--- src/rtl/pmon_pkg.sv ---
// Package pmon_pkg
// Shared constants for the bus performance counter unit: register word
// addresses, control bit positions and the event-select encoding.
// Assumes four event counters, the last of which is the wide one.
package pmon_pkg;

    localparam int NUM_EVT    = 4;
    localparam int A_CTRL     = 0;
    localparam int A_EN_SET   = 1;
    localparam int A_EN_CLR   = 2;
    localparam int A_CYC      = 3;
    localparam int A_EVT_BASE = 4;
    localparam int A_WIDE_LO  = A_EVT_BASE + NUM_EVT - 1;
    localparam int A_WIDE_HI  = A_WIDE_LO + 1;
    localparam int A_SEL_BASE = A_WIDE_HI + 1;
    localparam int A_LAST     = A_SEL_BASE + NUM_EVT - 1;
    localparam int ADDR_W     = $clog2(A_LAST + 1);

    localparam int C_RUN      = 0;
    localparam int C_EVT_RST  = 1;
    localparam int C_CYC_RST  = 2;

    typedef enum logic [1:0] {
        SEL_NONE = 2'b00,
        SEL_RD   = 2'b01,
        SEL_WR   = 2'b10,
        SEL_BOTH = 2'b11
    } evt_sel_e;

endpackage

--- src/rtl/pmon_regs.sv ---
// Module pmon_regs
// Holds the software-visible configuration: run enable, per-counter
// enables (set/clear views) and event selects. Produces the one-cycle
// counter clear pulses straight from the write that carries them.
// Assumes one register access per cycle on a word address.
module pmon_regs
    import pmon_pkg::*;
#(
    parameter int DATA_W = 32
) (
    input  logic                         clk,
    input  logic                         rst_n,
    input  logic                         bus_we,
    input  logic [ADDR_W-1:0]            bus_addr,
    input  logic [DATA_W-1:0]            bus_wdata,
    output logic                         glob_en,
    output logic [NUM_EVT:0]             cnt_en,
    output logic [NUM_EVT-1:0][1:0]      evt_sel,
    output logic                         evt_clr,
    output logic                         cyc_clr
);

    logic ctrl_hit;

    // Decode a write to the control word
    assign ctrl_hit = bus_we && (int'(bus_addr) == A_CTRL);
    // Self-clearing reset pulses, valid only in the write cycle
    assign evt_clr  = ctrl_hit && bus_wdata[C_EVT_RST];
    assign cyc_clr  = ctrl_hit && bus_wdata[C_CYC_RST];

    // Update configuration state on register writes
    always_ff @(posedge clk) begin
        if (!rst_n) begin
            glob_en <= 1'b0;
            cnt_en  <= '0;
            evt_sel <= '0;
        end else if (bus_we) begin
            if (int'(bus_addr) == A_CTRL)
                glob_en <= bus_wdata[C_RUN];
            if (int'(bus_addr) == A_EN_SET)
                cnt_en <= cnt_en | bus_wdata[NUM_EVT:0];
            if (int'(bus_addr) == A_EN_CLR)
                cnt_en <= cnt_en & ~bus_wdata[NUM_EVT:0];
            for (int i = 0; i < NUM_EVT; i++) begin
                if (int'(bus_addr) == A_SEL_BASE + i)
                    evt_sel[i] <= bus_wdata[1:0];
            end
        end
    end

endmodule

--- src/rtl/pmon_counter.sv ---
// Module pmon_counter
// Generic wrapping counter that adds a 0..2 step per cycle and clears
// synchronously. Clear has priority over the step.
// Assumes W >= 2.
module pmon_counter #(
    parameter int W = 32
) (
    input  logic         clk,
    input  logic         rst_n,
    input  logic         clr,
    input  logic [1:0]   step,
    output logic [W-1:0] value
);

    // Accumulate the step, wrapping silently at 2**W
    always_ff @(posedge clk) begin
        if (!rst_n)
            value <= '0;
        else if (clr)
            value <= '0;
        else
            value <= value + W'(step);
    end

endmodule

--- src/rtl/pmon_unit.sv ---
// Module pmon_unit
// Bus performance counter unit: one cycle counter and NUM_EVT event
// counters with per-counter beat selection, a run enable, and a
// combinational register read port. The last event counter is WIDE_W
// bits and reads as a low CNT_W part plus a high part.
// Assumes CNT_W <= DATA_W, WIDE_W > CNT_W and WIDE_W - CNT_W <= DATA_W.
module pmon_unit
    import pmon_pkg::*;
#(
    parameter int DATA_W = 32,
    parameter int CNT_W  = 32,
    parameter int WIDE_W = 40
) (
    input  logic              clk,
    input  logic              rst_n,
    input  logic              bus_we,
    input  logic [ADDR_W-1:0] bus_addr,
    input  logic [DATA_W-1:0] bus_wdata,
    output logic [DATA_W-1:0] bus_rdata,
    input  logic              rd_beat,
    input  logic              wr_beat
);

    localparam int WIDE_IDX = NUM_EVT - 1;

    logic                              glob_en;
    logic [NUM_EVT:0]                  cnt_en;
    logic [NUM_EVT-1:0][1:0]           evt_sel;
    logic                              evt_clr;
    logic                              cyc_clr;
    logic [1:0]                        cyc_step;
    logic [CNT_W-1:0]                  cyc_cnt;
    logic [NUM_EVT-1:0][WIDE_W-1:0]    evt_cnt;

    pmon_regs #(.DATA_W(DATA_W)) u_regs (
        .clk       (clk),
        .rst_n     (rst_n),
        .bus_we    (bus_we),
        .bus_addr  (bus_addr),
        .bus_wdata (bus_wdata),
        .glob_en   (glob_en),
        .cnt_en    (cnt_en),
        .evt_sel   (evt_sel),
        .evt_clr   (evt_clr),
        .cyc_clr   (cyc_clr)
    );

    // Cycle counter advances by one while running and enabled
    assign cyc_step = {1'b0, glob_en && cnt_en[NUM_EVT]};

    pmon_counter #(.W(CNT_W)) u_cyc (
        .clk   (clk),
        .rst_n (rst_n),
        .clr   (cyc_clr),
        .step  (cyc_step),
        .value (cyc_cnt)
    );

    for (genvar gi = 0; gi < NUM_EVT; gi++) begin : g_evt
        localparam int CW = (gi == WIDE_IDX) ? WIDE_W : CNT_W;
        logic [1:0]    step;
        logic [CW-1:0] val;

        // Beats picked by this counter's select, gated by both enables
        assign step = (glob_en && cnt_en[gi])
                    ? ({1'b0, rd_beat && evt_sel[gi][0]} + {1'b0, wr_beat && evt_sel[gi][1]})
                    : 2'd0;

        pmon_counter #(.W(CW)) u_cnt (
            .clk   (clk),
            .rst_n (rst_n),
            .clr   (evt_clr),
            .step  (step),
            .value (val)
        );

        // Widen every counter to a common vector for the read mux
        assign evt_cnt[gi] = WIDE_W'(val);
    end

    // Register read mux; unmapped addresses return zero
    always_comb begin
        bus_rdata = '0;
        if (int'(bus_addr) == A_CTRL)
            bus_rdata[C_RUN] = glob_en;
        if (int'(bus_addr) == A_EN_SET || int'(bus_addr) == A_EN_CLR)
            bus_rdata[NUM_EVT:0] = cnt_en;
        if (int'(bus_addr) == A_CYC)
            bus_rdata = DATA_W'(cyc_cnt);
        for (int i = 0; i < WIDE_IDX; i++) begin
            if (int'(bus_addr) == A_EVT_BASE + i)
                bus_rdata = DATA_W'(evt_cnt[i][CNT_W-1:0]);
        end
        if (int'(bus_addr) == A_WIDE_LO)
            bus_rdata = DATA_W'(evt_cnt[WIDE_IDX][CNT_W-1:0]);
        if (int'(bus_addr) == A_WIDE_HI)
            bus_rdata = DATA_W'(evt_cnt[WIDE_IDX][WIDE_W-1:CNT_W]);
        for (int i = 0; i < NUM_EVT; i++) begin
            if (int'(bus_addr) == A_SEL_BASE + i)
                bus_rdata = DATA_W'(evt_sel[i]);
        end
    end

endmodule

--- config.mk ---
export PLATFORM = sky130hd
export DESIGN_NAME = pmon_unit
export DESIGN_NICKNAME = d
export VERILOG_FILES = /design/src/rtl/pmon_pkg.sv /design/src/rtl/pmon_regs.sv /design/src/rtl/pmon_counter.sv /design/src/rtl/pmon_unit.sv
export SDC_FILE = /design/constraint.sdc
export NUM_CORES = 1
export LEC_CHECK = 0
export ABC_AREA = 1
export ABC_CLOCK_PERIOD_IN_PS = 4300
export CORE_MARGIN = 3
export CORE_UTILIZATION = 51
export DETAILED_ROUTE_END_ITERATION = 10
export DONT_BUFFER_PORTS = 1
export PLACE_DENSITY = 0.67
export RECOVER_POWER = 25
export SLEW_MARGIN = 10
export SYNTH_ARGS = -nofsm -noshare
export SYNTH_HDL_FRONTEND = slang
export SYNTH_SLANG_ARGS = --single-unit
export TNS_END_PERCENT = 1
--- constraint.sdc ---
create_clock -name clk -period 4.3 [get_ports clk]
set_clock_uncertainty 0.1 [all_clocks]
set_input_delay 1.29 -clock clk [delete_from_list [all_inputs] [get_ports clk]]
set_output_delay 1.29 -clock clk [all_outputs]
set_load 0.05 [all_outputs]
==> out/results.tsv <==
stage	metric	value	unit
sta	finalHoldViolCount	0	
critical_path	r2r-end	g_evt[0].u_cnt.value[20]	
route	routed_wl	34600	µm
layout	layout.nets	1750	
route	dr.pass1.iters	6	
global_routing	grtUsageTotal	29.5	%
layout	final_util	59.0	%
clock_network	cts.clk_slew.worst_paths	70	ps
power_and_ir_drop	p_sw	888	µW
yosys	ys_ff_latch	182	
power_and_ir_drop	p_leak	4.20	nW
clock_network	clkLatencyLatePin	450	ps
critical_path	worstSetupStartpointType	primary input	
floorplan	die_w	152	µm
yosys	async_flop_share	0	%
yosys	synthesis.nets	1711	
yosys	synthCells	1652	
job	cap_violations	0	
critical_path	end_kind	output pin	
yosys	syn_area_per_cell	6.59	µm²
critical_path	cp.arrival	2800	ps
critical_path	cp_max_fo	24	
floorplan	core_area	20600	µm²
yosys	synth_area	10900	µm²
layout	final_cells	1974	
floorplan	start_util	52.8	%
yosys	ys.flop_type	dfxtp_1	
route	viasPerCell	5.66	
critical_path	crit_end	bus_rdata[10]	
power_and_ir_drop	p_per_area	286	nW/µm²
sta	post-route-period-util	97.4	%
power_and_ir_drop	peakVddDrop	222	µV
clock_network	clock_path_buffers	2	
clock_network	postCtsSetupRepairBufs	0	
yosys	yosys.cell_types.count	53	
global_routing	antenna_found_initial	0	
place	post-dp-hpwl	27300	µm
sta	fmax	0.239	GHz
yosys	synth-simple-area-share	37.5	%
sta	finalMaxSlewViolations	0	
route	vias	11200	
yosys	synthMuxAreaShare	0	%
critical_path	worstSetupPathType	primary input to output pin	
layout	drive_gt1_share	10.2	%
clock_network	cts_tree	yes	
yosys	synth_compound_area_share	15.0	%
yosys	synth_warnings	0	
sta	finalWorstPathRequiredPeriod	4190	ps
place	place.gp.congestion	0.960	
floorplan	io-pin-count	73	
power_and_ir_drop	p_int	2.59	mW
global_routing	grt_pass1_vias	10200	
clock_network	post_cts_resized	0	
floorplan	fp-row-count	52	
yosys	seq_area_frac_synth	33.4	%
power_and_ir_drop	pwr-share-clk	45.8	%
clock_network	numCtsBuffers	17	
global_routing	grt_remaining_overflow	0	
yosys	synth_top_cell_by_area	dfxtp_1	
sta	setup-violations-final	0	
layout	antenna_cells	0	
place	portBuffers	0	
route	wl_per_cell	17.5	µm
yosys	ys_top_cells_by_area	dfxtp_1 33%, nand2_1 12%, inv_1 7.3%	
power_and_ir_drop	pwr-share-seq	48.6	%
global_routing	grt_max_degree	59	
yosys	synth_top_family_by_area	simple AND/OR/NAND/NOR gates	
power_and_ir_drop	combPwrFrac	5.6	%
critical_path	reg2reg_from	u_regs.evt_sel[0]	
critical_path	reg2reg_depth	17	
critical_path	required	2910	ps
route	drtAntennaViolNets	0	
sta	worst_pin_slew	1190	ps
clock_network	cts-root-buf	clkbuf_16	
min_path	hp-class	flop to flop	
power_and_ir_drop	finalPower	3.48	mW
sta	relSlewSlack	20.4	%
sta	rsz0062_at_grt	no	
global_routing	grt_first_pass_wirelength	54900	µm
floorplan	dieArea	23200	µm²
floorplan	die_h	152	µm
layout	area_growth	11.6	%
outcome	status	finished clean	
critical_path	r2r_slack	1300	ps
route	drc	0	
power_and_ir_drop	p_sw_share	25.6	%
critical_path	crit_start	bus_addr[2]	
yosys	synth_fa_ha_area_share	2.34	%
route	drtIter0Drc	1051	
clock_network	postCtsHoldBufs	0	
yosys	synth-edff-count	0	
sta	timing.hold.ws	363	ps
place	place_inst	1942	
clock_network	htree_num_levels	4	
sta	timing.setup.tns	0	ps
yosys	synth_top_area_share	33.4	%
yosys	synthXorXnorAreaFrac	2.33	%
clock_network	cts_num_sinks	182	
## cell usage in the layout, fill, tap and decap left out, drive strengths merged, types with 14 or more instances in the layout
cell type,netlist,layout
o21ai,77,77
nor3,97,97
xor2,21,21
nand2,358,358
a22oi,19,19
dfxtp,182,182
or2,30,30
nor2,213,213
nor3b,21,21
o221ai,15,15
nand3,86,86
ha,14,14
a21oi,144,144
buf,27,51
nand4,43,43
clkbuf,10,25
inv,224,230
## layer usage
| metal | GRT usage [%] | vias to the layer above | routed length [µm] |
|---|---|---|---|
| li1 | - | 5549 | - |
| met1 | 42.7 | 5190 | 15900 |
| met2 | 45.7 | 385 | 15200 |
| met3 | 3.98 | 56 | 2600 |
| met4 | 9.59 | 0 | 940 |
| met5 | 0 | - | 0 |
## worst min-delay path by stage
| stage | start | slack (ps) | end | depth (start not counted) |
|---|---|---|---|---|
| after CTS | u_cyc.value[31] | 360 | u_cyc.value[31] | 2 |
| after floorplan | g_evt[3].u_cnt.value[19] | 340 | g_evt[3].u_cnt.value[19] | 2 |
| final | u_cyc.value[31] | 360 | u_cyc.value[31] | 2 |
| after global routing | u_cyc.value[31] | 390 | u_cyc.value[31] | 2 |
| after detailed placement | u_cyc.value[31] | 360 | u_cyc.value[31] | 2 |
| after global placement | g_evt[3].u_cnt.value[19] | 350 | g_evt[3].u_cnt.value[19] | 2 |
## cell type report
| class | instances | area, µm² |
|---|---|---|
| Multi-Input combinational cell | 1209 | 6220 |
| Clock inverter | 13 | 135 |
| Tap cell | 270 | 338 |
| Sequential cell | 182 | 3640 |
| Clock buffer | 19 | 453 |
| Timing Repair Buffer | 57 | 531 |
| Inverter | 224 | 846 |
| Fill cell | 2049 | 8460 |
## sequential cells by signal, indices dropped and copies added, names as in the netlist, named ones only
signal,count
u_cyc.value,32
u_regs.evt_sel,8
u_regs.glob_en,1
g_evt.u_cnt.value,136
## cell usage after synthesis, types with 19 or more instances
cell / n
a21oi_1: 142
a22oi_1: 19
buf_2: 25
dfxtp_1: 182
inv_1: 212
nand2_1: 346
nand3_1: 82
nand4_1: 43
nor2_1: 188
nor3_1: 90
o21ai_0: 70
or2_2: 24
xor2_1: 21
## stage by stage
step | setup WS, ps | cell area, µm²
after floorplan | -26.5 | 10900
after global placement | 119 | 11600
after detailed placement | 77.0 | 11600
after CTS | 56.3 | 12200
after global routing | 19.1 | 12200
final | 113 | 12200
## cell families after synthesis
logic type,count (synthesis)
flops,182
compound gates,285
fa+ha+maj,18
simple gates,877
buf+inv,261
xor+xnor,29
## critical path, cell delays in order
cell	delay, ps
inv_2	30
nor2_4	210
nand2_2	100
buf_12	170
o221ai_1	230
o21ai_0	240
a22oi_1	260
buf_4	250
## power by group through the flow
stage	Sequential [mW]	Combinational (mW)	Clock (mW)
after floorplan	1.73	0.128	0
final	1.69	0.195	1.59
after global routing	1.69	0.207	1.68
after detailed placement	1.73	0.197	0
after global placement	1.73	0.196	0
after CTS	1.69	0.198	1.61
(Power assumes the default switching activity.)
